--- config.mk ---
export PLATFORM = sky130hd
export DESIGN_NAME = esc_sign_irq
export DESIGN_NICKNAME = d
export VERILOG_FILES = /design/src/rtl/esc_pkg.sv /design/src/rtl/esc_accum.sv /design/src/rtl/esc_track.sv /design/src/rtl/esc_regs.sv /design/src/rtl/esc_sign_irq.sv
export SDC_FILE = /design/constraint.sdc
export NUM_CORES = 1
export LEC_CHECK = 0
export BUFFER_PORTS_ARGS = -buffer_cell sky130_fd_sc_hd__buf_2
export CELL_PAD_IN_SITES_DETAIL_PLACEMENT = 1
export CELL_PAD_IN_SITES_GLOBAL_PLACEMENT = 2
export CORE_MARGIN = 1.5
export CORE_UTILIZATION = 24
export DETAILED_ROUTE_END_ITERATION = 10
export PLACE_DENSITY = 0.74
export SLEW_MARGIN = 40
export SYNTH_ARGS = -nofsm -noshare
export SYNTH_HDL_FRONTEND = slang
export SYNTH_HIERARCHICAL = 1
export SYNTH_SLANG_ARGS = --single-unit
--- constraint.sdc ---
create_clock -name clk -period 3.6 [get_ports clk]
set_clock_uncertainty 0.15 [all_clocks]
set_input_delay 0 -clock clk [delete_from_list [all_inputs] [get_ports clk]]
set_output_delay 0 -clock clk [all_outputs]
set_load 0.005 [all_outputs]
--- src/rtl/esc_pkg.sv ---
package esc_pkg;
    localparam int NCH    = 3;
    localparam int WORD_W = 32;
    localparam logic ADDR_STATUS = 1'b0;
    localparam logic ADDR_MASK   = 1'b1;

    typedef struct packed {
        logic hit;
        logic neg;
    } cross_t;

    typedef struct packed {
        logic flag;
        logic neg;
    } chan_view_t;

    function automatic int stat_pos(input int ch);
        case (ch)
            0:       return 9;
            1:       return 13;
            default: return 18;
        endcase
    endfunction

    function automatic int sign_pos(input int ch);
        case (ch)
            0:       return 3;
            1:       return 7;
            default: return 8;
        endcase
    endfunction
endpackage

--- src/rtl/esc_accum.sv ---
module esc_accum
    import esc_pkg::*;
#(
    parameter int PW  = 16,
    parameter int AW  = 24,
    parameter int THR = 4096
) (
    input  logic                 clk,
    input  logic                 rst,
    input  logic                 vld,
    input  logic signed [PW-1:0] smp,
    output cross_t               cross_o
);
    localparam logic signed [AW-1:0] LIM  = AW'(THR);
    localparam logic signed [AW-1:0] NLIM = -LIM;

    logic signed [AW-1:0] acc;
    logic signed [AW-1:0] sum_c;

    always_comb begin
        sum_c = acc + signed'({{(AW-PW){smp[PW-1]}}, smp});
    end

    always_ff @(posedge clk) begin
        if (rst) begin
            acc     <= '0;
            cross_o <= '0;
        end else begin
            cross_o.hit <= 1'b0;
            if (vld) begin
                if (sum_c >= LIM) begin
                    acc     <= sum_c - LIM;
                    cross_o <= '{hit: 1'b1, neg: 1'b0};
                end else if (sum_c <= NLIM) begin
                    acc     <= sum_c + LIM;
                    cross_o <= '{hit: 1'b1, neg: 1'b1};
                end else begin
                    acc <= sum_c;
                end
            end
        end
    end
endmodule

--- src/rtl/esc_track.sv ---
module esc_track
    import esc_pkg::*;
(
    input  logic       clk,
    input  logic       rst,
    input  cross_t     cross_i,
    input  logic       cf_i,
    input  logic       clr_i,
    output chan_view_t view_o
);
    logic last_neg;
    logic pend;
    logic pend_neg;
    logic cf_q;
    logic fall_c;
    logic commit_c;
    logic change_c;

    always_comb begin
        fall_c   = cf_q & ~cf_i;
        commit_c = fall_c & pend;
        change_c = cross_i.hit && (cross_i.neg != last_neg);
    end

    always_ff @(posedge clk) begin
        if (rst) begin
            last_neg <= 1'b0;
            pend     <= 1'b0;
            pend_neg <= 1'b0;
            cf_q     <= 1'b0;
            view_o   <= '0;
        end else begin
            cf_q <= cf_i;
            if (change_c) begin
                last_neg <= cross_i.neg;
                pend     <= 1'b1;
                pend_neg <= cross_i.neg;
            end else if (commit_c) begin
                pend <= 1'b0;
            end
            if (commit_c) begin
                view_o.flag <= 1'b1;
                view_o.neg  <= pend_neg;
            end else if (clr_i) begin
                view_o.flag <= 1'b0;
            end
        end
    end
endmodule

--- src/rtl/esc_regs.sv ---
module esc_regs
    import esc_pkg::*;
(
    input  logic              clk,
    input  logic              rst,
    input  logic              wr_en,
    input  logic              wr_addr,
    input  logic [WORD_W-1:0] wr_data,
    input  logic [NCH-1:0]    flags,
    output logic [NCH-1:0]    clr,
    output logic              irq_n
);
    logic [NCH-1:0] mask_q;

    always_comb begin
        for (int i = 0; i < NCH; i++) begin
            clr[i] = wr_en && (wr_addr == ADDR_STATUS) && wr_data[stat_pos(i)];
        end
        irq_n = ~|(flags & mask_q);
    end

    always_ff @(posedge clk) begin
        if (rst) begin
            mask_q <= '0;
        end else if (wr_en && (wr_addr == ADDR_MASK)) begin
            for (int i = 0; i < NCH; i++) begin
                mask_q[i] <= wr_data[stat_pos(i)];
            end
        end
    end
endmodule

--- src/rtl/esc_sign_irq.sv ---
module esc_sign_irq
    import esc_pkg::*;
#(
    parameter int PW  = 16,
    parameter int AW  = 24,
    parameter int THR = 4096
) (
    input  logic                  clk,
    input  logic                  rst,
    input  logic [NCH-1:0]        smp_vld,
    input  logic [NCH*PW-1:0]     smp_data,
    input  logic [NCH-1:0]        cf_in,
    input  logic                  wr_en,
    input  logic                  wr_addr,
    input  logic [WORD_W-1:0]     wr_data,
    output logic [WORD_W-1:0]     status_word,
    output logic [WORD_W-1:0]     sign_word,
    output logic                  irq_n
);
    cross_t         cross_w [NCH];
    chan_view_t     view_w  [NCH];
    logic [NCH-1:0] flags_w;
    logic [NCH-1:0] clr_w;

    for (genvar c = 0; c < NCH; c++) begin : g_ch
        esc_accum #(.PW(PW), .AW(AW), .THR(THR)) u_acc (
            .clk     (clk),
            .rst     (rst),
            .vld     (smp_vld[c]),
            .smp     (signed'(smp_data[c*PW +: PW])),
            .cross_o (cross_w[c])
        );
        esc_track u_trk (
            .clk     (clk),
            .rst     (rst),
            .cross_i (cross_w[c]),
            .cf_i    (cf_in[c]),
            .clr_i   (clr_w[c]),
            .view_o  (view_w[c])
        );
        assign flags_w[c] = view_w[c].flag;
    end

    esc_regs u_regs (
        .clk     (clk),
        .rst     (rst),
        .wr_en   (wr_en),
        .wr_addr (wr_addr),
        .wr_data (wr_data),
        .flags   (flags_w),
        .clr     (clr_w),
        .irq_n   (irq_n)
    );

    always_comb begin
        status_word = '0;
        sign_word   = '0;
        for (int i = 0; i < NCH; i++) begin
            status_word[stat_pos(i)] = view_w[i].flag;
            sign_word[sign_pos(i)]   = view_w[i].neg;
        end
    end
endmodule

==> run summary, run 1 <==
The global routing stage identified its most utilized layer as met2. Yosys mapped the design onto 98 distinct sky130hd cell types. The weighted congestion reported at the end of routability-driven placement is 0.8561. The final net count is 1839. The number of antenna diodes came out at 0. For met1 alone, demand over resource in global routing was 0.2200.

Setup repair after global routing could not meet its margin everywhere. The fraction of power consumed by sequential logic is 0.160. The cell count after synthesis came out at 1337. The number of enable flip-flop cells after synthesis is 0. The max capacitance violation total came out at 0. The worst setup margin came out at -217.7 ps.

The area growth from synthesis to layout is 42.58%. Along the worst path, the maximum fanout reaches 4. The post-place instance area came out at 0.01254 mm². The first global-routing pass estimated 61.55 mm of wire. For this design the total switching power over the nets is 4.269 mW.

The area fraction of the dominant cell type after synthesis is 0.1875. Of the total power, the clock network draws 0.113. The endpoint arrival time on the critical path came out at 3970 ps. Clock-pin slew was measured on the worst setup and hold paths at 80 ps.

The standby leakage power is 6.120 nW. STA classifies the critical path startpoint as a flop. The setup slack at placement came out at -347.0 ps. The category of the most critical setup path is flop to flop. The antenna violation net count after detailed routing is 0. The number of global-route vias before repair was 11860. The number of DRC markers after the initial detailed-route iteration came out at 435. The required time of the critical path is 3750 ps.

The total length of routed wires came out at 39.83 mm. The floorplan step set the die height to 209.7 µm. The floorplan has 75 rows. Headroom to the max-slew limit came out at 0.4987. STA classifies the critical path endpoint as a flop. The synthesized design spends more area on one cell type than any other, namely dfxtp_1. The count of TritonRoute iterations in the first routing pass came out at 5. By count the netlist is led by nor2_1, nand2_1, dfxtp_1, a21oi_1, ha_1. The worst path in the final design needs a cycle of 3818 ps, including I/O delays and setup. The maximum vdd drop is 0.2415 mV. The switching fraction of total power is 0.4715. The final cycle utilization of the critical path came out at 1.060. Setup violations remaining at the end of the flow were counted as 18.

The ratio of total power to cell area is 619.6 mW/mm². Overall power consumption after layout is estimated at 9.055 mW. In the global route stage, met3 resource usage came out at 0.03008.

For this run, design rule violations remaining after detail routing come to 0. The number of max-slew violations in the final report is 0. The length in cells of the worst reg-to-reg path is 13. The sequential fraction of the synthesis area came out at 0.1875. The area of the mapped netlist came out at 0.01025 mm². The checks that failed: negative setup slack. After synthesis, the mean cell area works out to 7.666 µm². The run finished, with violations left.

The number of clock buffers added by TritonCTS is 9. The count of warnings emitted by yosys is 6. Entering global routing, the biggest net connects 57 pins. At the pin with the least slew margin, the transition time is 751.2 ps. The finished layout cell area came out at 0.01461 mm². The async set-or-reset flop fraction in the synthesized netlist came out at 0.

The footprint of the multi-input gates is 0.008737 mm². The width of the die is 209.7 µm. The share of total power dissipated in combinational logic is 0.727. The number of antenna violations at the first check in global routing came out at 0. The mean routed wirelength per cell is 18.01 µm. The worst min-delay path class is input pin to flop.

The H-tree was split into 3 levels. The slowest stage of the critical path belongs to the cell a221o_2. The count of final hold-check violations is 0. The remaining global-route overflow came out at 0.

The number of buffers on the longest clock path came out at 2. The maximum achievable frequency came out at 261.9 MHz. The die covers 0.04396 mm². The half-perimeter wire length of the detailed placement result came out at 29.45 mm. The TritonCTS clock tree is built.

The number of cells in the finished layout apart from fillers came out at 2212. The global-route total usage across every layer is 0.1734. The worst hold path was traced through 4 stages. The internal power of the cells totals 4.785 mW.

The most instantiated library cell after synthesis is nor2_1. For this run, global-route usage on met2 was measured as 0.3012. The number of buffers added on ports is 67. Hold timing on the final database bottoms out at a slack of 4.521 ps.

The total via count in the routed design is 11380. The share of layout cells above drive strength 1 came out at 0.3670. In this run the count of I/O pins placed on the die edge is 155. The routed via count divided by cell count is 5.146.

The main flop type after synthesis is dfxtp_1. The clock sink count is 96. The effective utilization at floorplan is 0.2438. The clock latency reported for the late side of the worst-skew pair came out at 390 ps. The post-synthesis sequential element count is 96.

Clock tree synthesis selected as its root buffer the cell clkbuf_16. The floorplan step defined a core boundary enclosing 0.04204 mm². By area the synthesized netlist is led by dfxtp_1, ha_1, nor2_1.

The peak per-stage delay on the critical path came out at 420 ps. The number of fill cells in the layout is 5131. The cell count after placement is 2114. Summing all flip-flop and latch instances after layout gives 0.001936 mm². The critical path goes through ha_4 > fa_2 > a21o_1 > a221o_2 > a221oi_4 > o21bai_1 > xor2_2 > or3_4 > nor4b_4 > buf_4 > nor2_2 > or3_1 > a311oi_1.
[routing by layer]
layer,part of all wire,wire length [µm],up-vias
li1,-,-,5534
met1,0.45,18090,5612
met2,0.49,19660,176
met3,0.033,1313,60
met4,0.020,779,0
met5,0,0,-
[state kept, by name, summed over array words and instances (netlist names)]
signal / count
g_ch.u_acc/cross_o: 6
g_ch.u_trk/pend_neg: 3
g_ch.u_trk/pend: 3
g_ch.u_trk/view_o: 6
g_ch.u_trk/cf_q: 3
g_ch.u_acc/acc: 72
u_regs/mask_q: 3
[critical path, delay by kind of cell, from the launching register on]
kind | cells | cell delay, ps
buffers and inverters | 1 | 190
flip-flops | 1 | 340
AO/OA/AOI/OAI | 5 | 1250
XOR/XNOR | 1 | 170
adder cells (fa/ha/maj) | 2 | 500
AND/OR/NAND/NOR | 4 | 1120
[timing repair]
action                                 4_1_cts  5_1_grt
cloned                                       2        1
endpoints found under the hold margin       40        0
gates resized for setup                    108      126
buffers inserted                            31       31
pin swaps                                   48       65
hold buffers                                22        0
setup endpoints to repair                   42       42
[cells in the final DEF, fill, tap and decap left out, drive strengths merged, types with 15 or more instances in the layout]
cell type and n:
mux2i 37, nand2 136, nor3 29, conb 58
nand4 35, xor2 18, a21oi 84, and2 16
dlygate4sd3 22, xnor2 32, and4 19, a211oi 29
nand3 38, a21o 18, o211ai 16, o21ai 64
ha 78, nor2b 18, dfxtp 96, inv 36
or3 27, buf 364, nor2 139, a31oi 15
[cells by family after synthesis]
family / Yosys count / share of synthesized area
flops: 96 / 0.1875
mux: 39 / 0.03833
xor+xnor: 50 / 0.04272
fa+ha+maj: 81 / 0.1011
other cells: 1 / 0.0003659
buf+inv: 158 / 0.09192
compound gates: 378 / 0.2720
simple gates: 534 / 0.2661
[power by group through the flow]
stage	Combinational (mW)	Clock [mW]	Sequential, mW
2_1_floorplan	3.22	0	1.37
3_3_place_gp	5.19	0	1.45
3_5_place_dp	5.33	0	1.45
4_1_cts	5.85	1.07	1.44
5_1_grt	7.12	1.11	1.47
6_report	6.58	1.02	1.45
[metrics by stage]
stage	utilization	setup TNS, ps
final	0.3476	-1626
after global routing	0.3476	-6608
after CTS	0.3285	-1061
after detailed placement	0.2984	-7575
after global placement	0.2984	-5117
after floorplan	-	-947.6
[cell type report]
cell class	instances	area share
inverters	33	0.008476
well taps	539	0.04615
repair buffers	386	0.1955
multi-input cells	1142	0.5979
flip-flops and latches	96	0.1324
clock inverters	7	0.004195
clock buffers	9	0.01541
[final timing paths]
kind	from	to	slack (ps)
worst max register to register	g_ch[0].u_acc/acc[0]$_SDFFE_PP0P_	g_ch[0].u_acc/acc[13]$_SDFFE_PP0P_	-220
worst min-delay path	smp_data[34]	g_ch[2].u_acc/acc[2]$_SDFFE_PP0P_	5
worst min register to register	g_ch[1].u_acc/acc[6]$_SDFFE_PP0P_	g_ch[1].u_acc/acc[6]$_SDFFE_PP0P_	330
worst max-delay path	g_ch[0].u_acc/acc[0]$_SDFFE_PP0P_	g_ch[0].u_acc/acc[13]$_SDFFE_PP0P_	-220
Power figures use the tool's default switching activity.
==> inputs of run 2 (changes only) <==
CORE_UTILIZATION = 31   (was 24)
PLACE_DENSITY = 0.89   (was 0.74)
==> run 2 against run 1 <==
The flow still finishes with violations (negative setup slack). First-iteration DRC count is 19% higher. Critical path depth stayed put. Non-clock buffer count is 1 lower.
==> run summary, run 2 (synthesis results as in run 1) <==
In this run the worst hold path is classified as input pin to flop. The accumulated negative setup slack came out at -3623 ps. The reg-to-reg setup timing slack is -290 ps. Entering global routing, the biggest net connects 51 pins. Detailed placement ended at an HPWL of 27.83 mm. The worst register-to-register path begins at g_ch[0].u_acc/acc[0]$_SDFFE_PP0P_. Once detail routing completed, the nets flagged for antenna violations numbered 0. The fraction of power consumed by sequential logic is 0.155. The footprint of the flip-flops and latches came out at 0.001928 mm².

The number of max-slew violations in the final report came out at 0. Among cell families on the critical path, the largest total delay comes from compound AO/OA/AOI/OAI gates. The count of final hold-check violations was 0. The number of global-route vias before repair is 11850. For this run, the total global-route usage over all layers was measured as 0.2206.

The effective utilization at floorplan came out at 0.3150. The number of buffers on the longest clock path came out at 2. The width of the die is 184.8 µm. Among all stages on the critical path, the largest delay is contributed by a221o_2. After detailed routing, the average wire length per cell comes to 19.18 µm.

The area inside the core boundary is 0.03254 mm². Of the total power, combinational logic draws 0.734. The largest registers in the layout are g_ch.u_acc/acc x72, g_ch.u_acc/cross_o x6, g_ch.u_trk/view_o x6. The most used cell along the critical path is buf_4.

The element type at the critical path end is a flop. The count of buffers added on input and output ports is 67. Together, buffers and inverters on the worst path number 2.

The maximum achievable frequency came out at 256.9 MHz. The total internal power is 4.949 mW. The remaining global-route overflow came out at 0. The endpoint identified for the worst register-to-register timing path is g_ch[0].u_acc/acc[13]$_SDFFE_PP0P_.

After detailed routing, the number of remaining DRC violations is 0. After detailed routing, the total wire length is 40.56 mm. TritonCTS built the clock tree.

The number of antenna violations at the first check in global routing came out at 0. The switching fraction of total power is 0.4726. The footprint of the multi-input gates is 0.008890 mm².

The max capacitance violation total is 0. The number of rows in the core area came out at 66. The type of element launching the critical path is a flop. The path with the worst hold slack has its endpoint at g_ch[2].u_acc/acc[12]$_SDFFE_PP0P_. The floorplan step defined a die boundary enclosing 0.03416 mm². The global-route wire length before repair came out at 60.49 mm.

The die is 184.8 µm tall. The peak per-stage delay on the critical path came out at 450 ps. In this run the power spent charging and discharging nets is 4.434 mW. IR analysis of the VDD net gives a maximum drop of 0.2888 mV. Leaving out fill and tap cells, the most frequent cell in the layout is buf_4. The path length in cells of the critical path is 13. The flip-flop count of the largest register after layout came out at 72. The total via count in the routed design is 11790. The count of TritonRoute iterations in the first routing pass came out at 5. In this run, the number of DRC markers left after iteration 0 of detailed routing was 519. The number of fill cells in the layout came out at 3948. Total power for the finished layout comes to 9.383 mW. The measured slew at the worst slew-check pin came out at 728.8 ps. Setup repair after global routing could not meet its margin everywhere.

For this design, the sink count on the clock tree is 96. The tree is rooted in a clkbuf_16. The checks that failed: negative setup slack. The standby leakage power came out at 6.175 nW. Setup violations remaining at the end of the flow were counted as 29.

The clock latency reported for the late side of the worst-skew pair came out at 380 ps. By startpoint and endpoint, the worst setup path is classified as flop to flop. The length in cells of the worst reg-to-reg path came out at 13.

Headroom to the max-slew limit came out at 0.5141. Dividing the final minimum period by the clock period gives 1.081. The share of layout cells above drive strength 1 came out at 0.3744. The required time of the critical path came out at 3740 ps. In the post-route analysis, the smallest setup slack over all paths is -292.3 ps. In the layout the commonest cells are buf_4, nand2_1, nor2_1, dfxtp_1, buf_2. STA puts the critical path data arrival time at 4030 ps. The cell depth of the worst min-delay path is 3.

In the final design database the tool counted 1838 nets. The weighted congestion reported at the end of routability-driven placement came out at 0.9137. The H-tree generated during clock tree synthesis spans 3 levels.

The register bank with the most flops is g_ch.u_acc/acc. The clock edge transition at the registers on the reported setup and hold paths is 70 ps. The startpoint of the worst hold path is smp_vld[2].

The number of antenna diodes in the final layout is 0. The relative contribution of the clock network to total power came out at 0.111. The flow ran to the end, but the final reports show violations. The ratio of total power to cell area came out at 639.7 mW/mm². TritonCTS created 9 clock buffers. The critical path goes through ha_4 > fa_2 > a21o_1 > a221o_2 > buf_4 > a21o_2 > a211oi_4 > nand3_2 > a311o_1 > o31a_1 > buf_4 > or3_1 > a311oi_2. Once layout is complete, the utilization of the core stands at 0.4509. The routed via count divided by cell count came out at 5.579. The total I/O pin count came out at 155.

Relative to the synthesized area, the layout overhead comes to 43.12%. The routed design could run at a clock period as short as 3892 ps. The largest fanout on the critical path came out at 4.
run 2: per-layer routing:
metal | global-route usage | wire length [µm]
met5 | 0 | 0
met4 | 0.09366 | 1265
met3 | 0.02969 | 1383
met2 | 0.3827 | 20600
met1 | 0.2727 | 17310
run 2: through the flow:
step	instances	worst slack (ps)	cell area (µm²)	hold slack, ps
global placement	1999	-197.2	12290	86.08
finish	2114	-292.3	14670	40.98
floorplan	1394	-196.0	10560	-80.93
CTS	2083	-188.2	13630	5.667
detailed placement	1999	-329.1	12290	105.2
global route	2114	-430.6	14670	33.54
run 2: cell type report:
| cell class | instances | share of cell area |
|---|---|---|
| inverter | 33 | 0.008615 |
| tap | 442 | 0.03770 |
| clock buffer | 9 | 0.01535 |
| timing repair buffer | 385 | 0.1960 |
| multi-input combinational | 1142 | 0.6060 |
| sequential | 96 | 0.1314 |
| clock inverter | 7 | 0.004862 |
run 2: worst max path at each step:
stage	start	to	slack, ps
after floorplan	g_ch[0].u_acc/acc[0]$_SDFFE_PP0P_	g_ch[0].u_acc/acc[13]$_SDFFE_PP0P_	-200
after global placement	g_ch[0].u_acc/acc[0]$_SDFFE_PP0P_	g_ch[0].u_acc/acc[22]$_SDFFE_PP0P_	-200
after detailed placement	g_ch[2].u_acc/acc[1]$_SDFFE_PP0P_	g_ch[2].u_acc/acc[14]$_SDFFE_PP0P_	-330
after CTS	g_ch[0].u_acc/acc[0]$_SDFFE_PP0P_	g_ch[0].u_acc/acc[12]$_SDFFE_PP0P_	-190
after global routing	g_ch[0].u_acc/acc[12]$_SDFFE_PP0P_	g_ch[0].u_acc/acc[12]$_SDFFE_PP0P_	-430
final	g_ch[0].u_acc/acc[0]$_SDFFE_PP0P_	g_ch[0].u_acc/acc[13]$_SDFFE_PP0P_	-290
run 2: worst reg2reg max path: cells and delay by family (launching register included):
family / cells / cell delay [ps]
DFF: 1 / 340
buffers and inverters: 2 / 340
and+or+nand+nor: 2 / 460
adders and majority gates: 2 / 510
AOI/OAI and AO/OA: 7 / 2030
run 2: power groups by stage:
| stage | Combinational [mW] | Clock, mW | Sequential, mW |
|---|---|---|---|
| after floorplan | 3.22 | 0 | 1.37 |
| after global placement | 5.07 | 0 | 1.45 |
| after detailed placement | 5.26 | 0 | 1.46 |
| after CTS | 5.90 | 1.07 | 1.44 |
| after global routing | 7.38 | 1.12 | 1.46 |
| final | 6.89 | 1.04 | 1.45 |
run 2: timing repair:
item | CTS | global route
gates resized for setup | 99 | 164
pin swaps | 49 | 92
endpoints found under the setup margin | 39 | 42
gates cloned | 2 | 1
setup buffers | 42 | 36
hold buffers | 24 | 0
hold endpoints to repair | 33 | 0
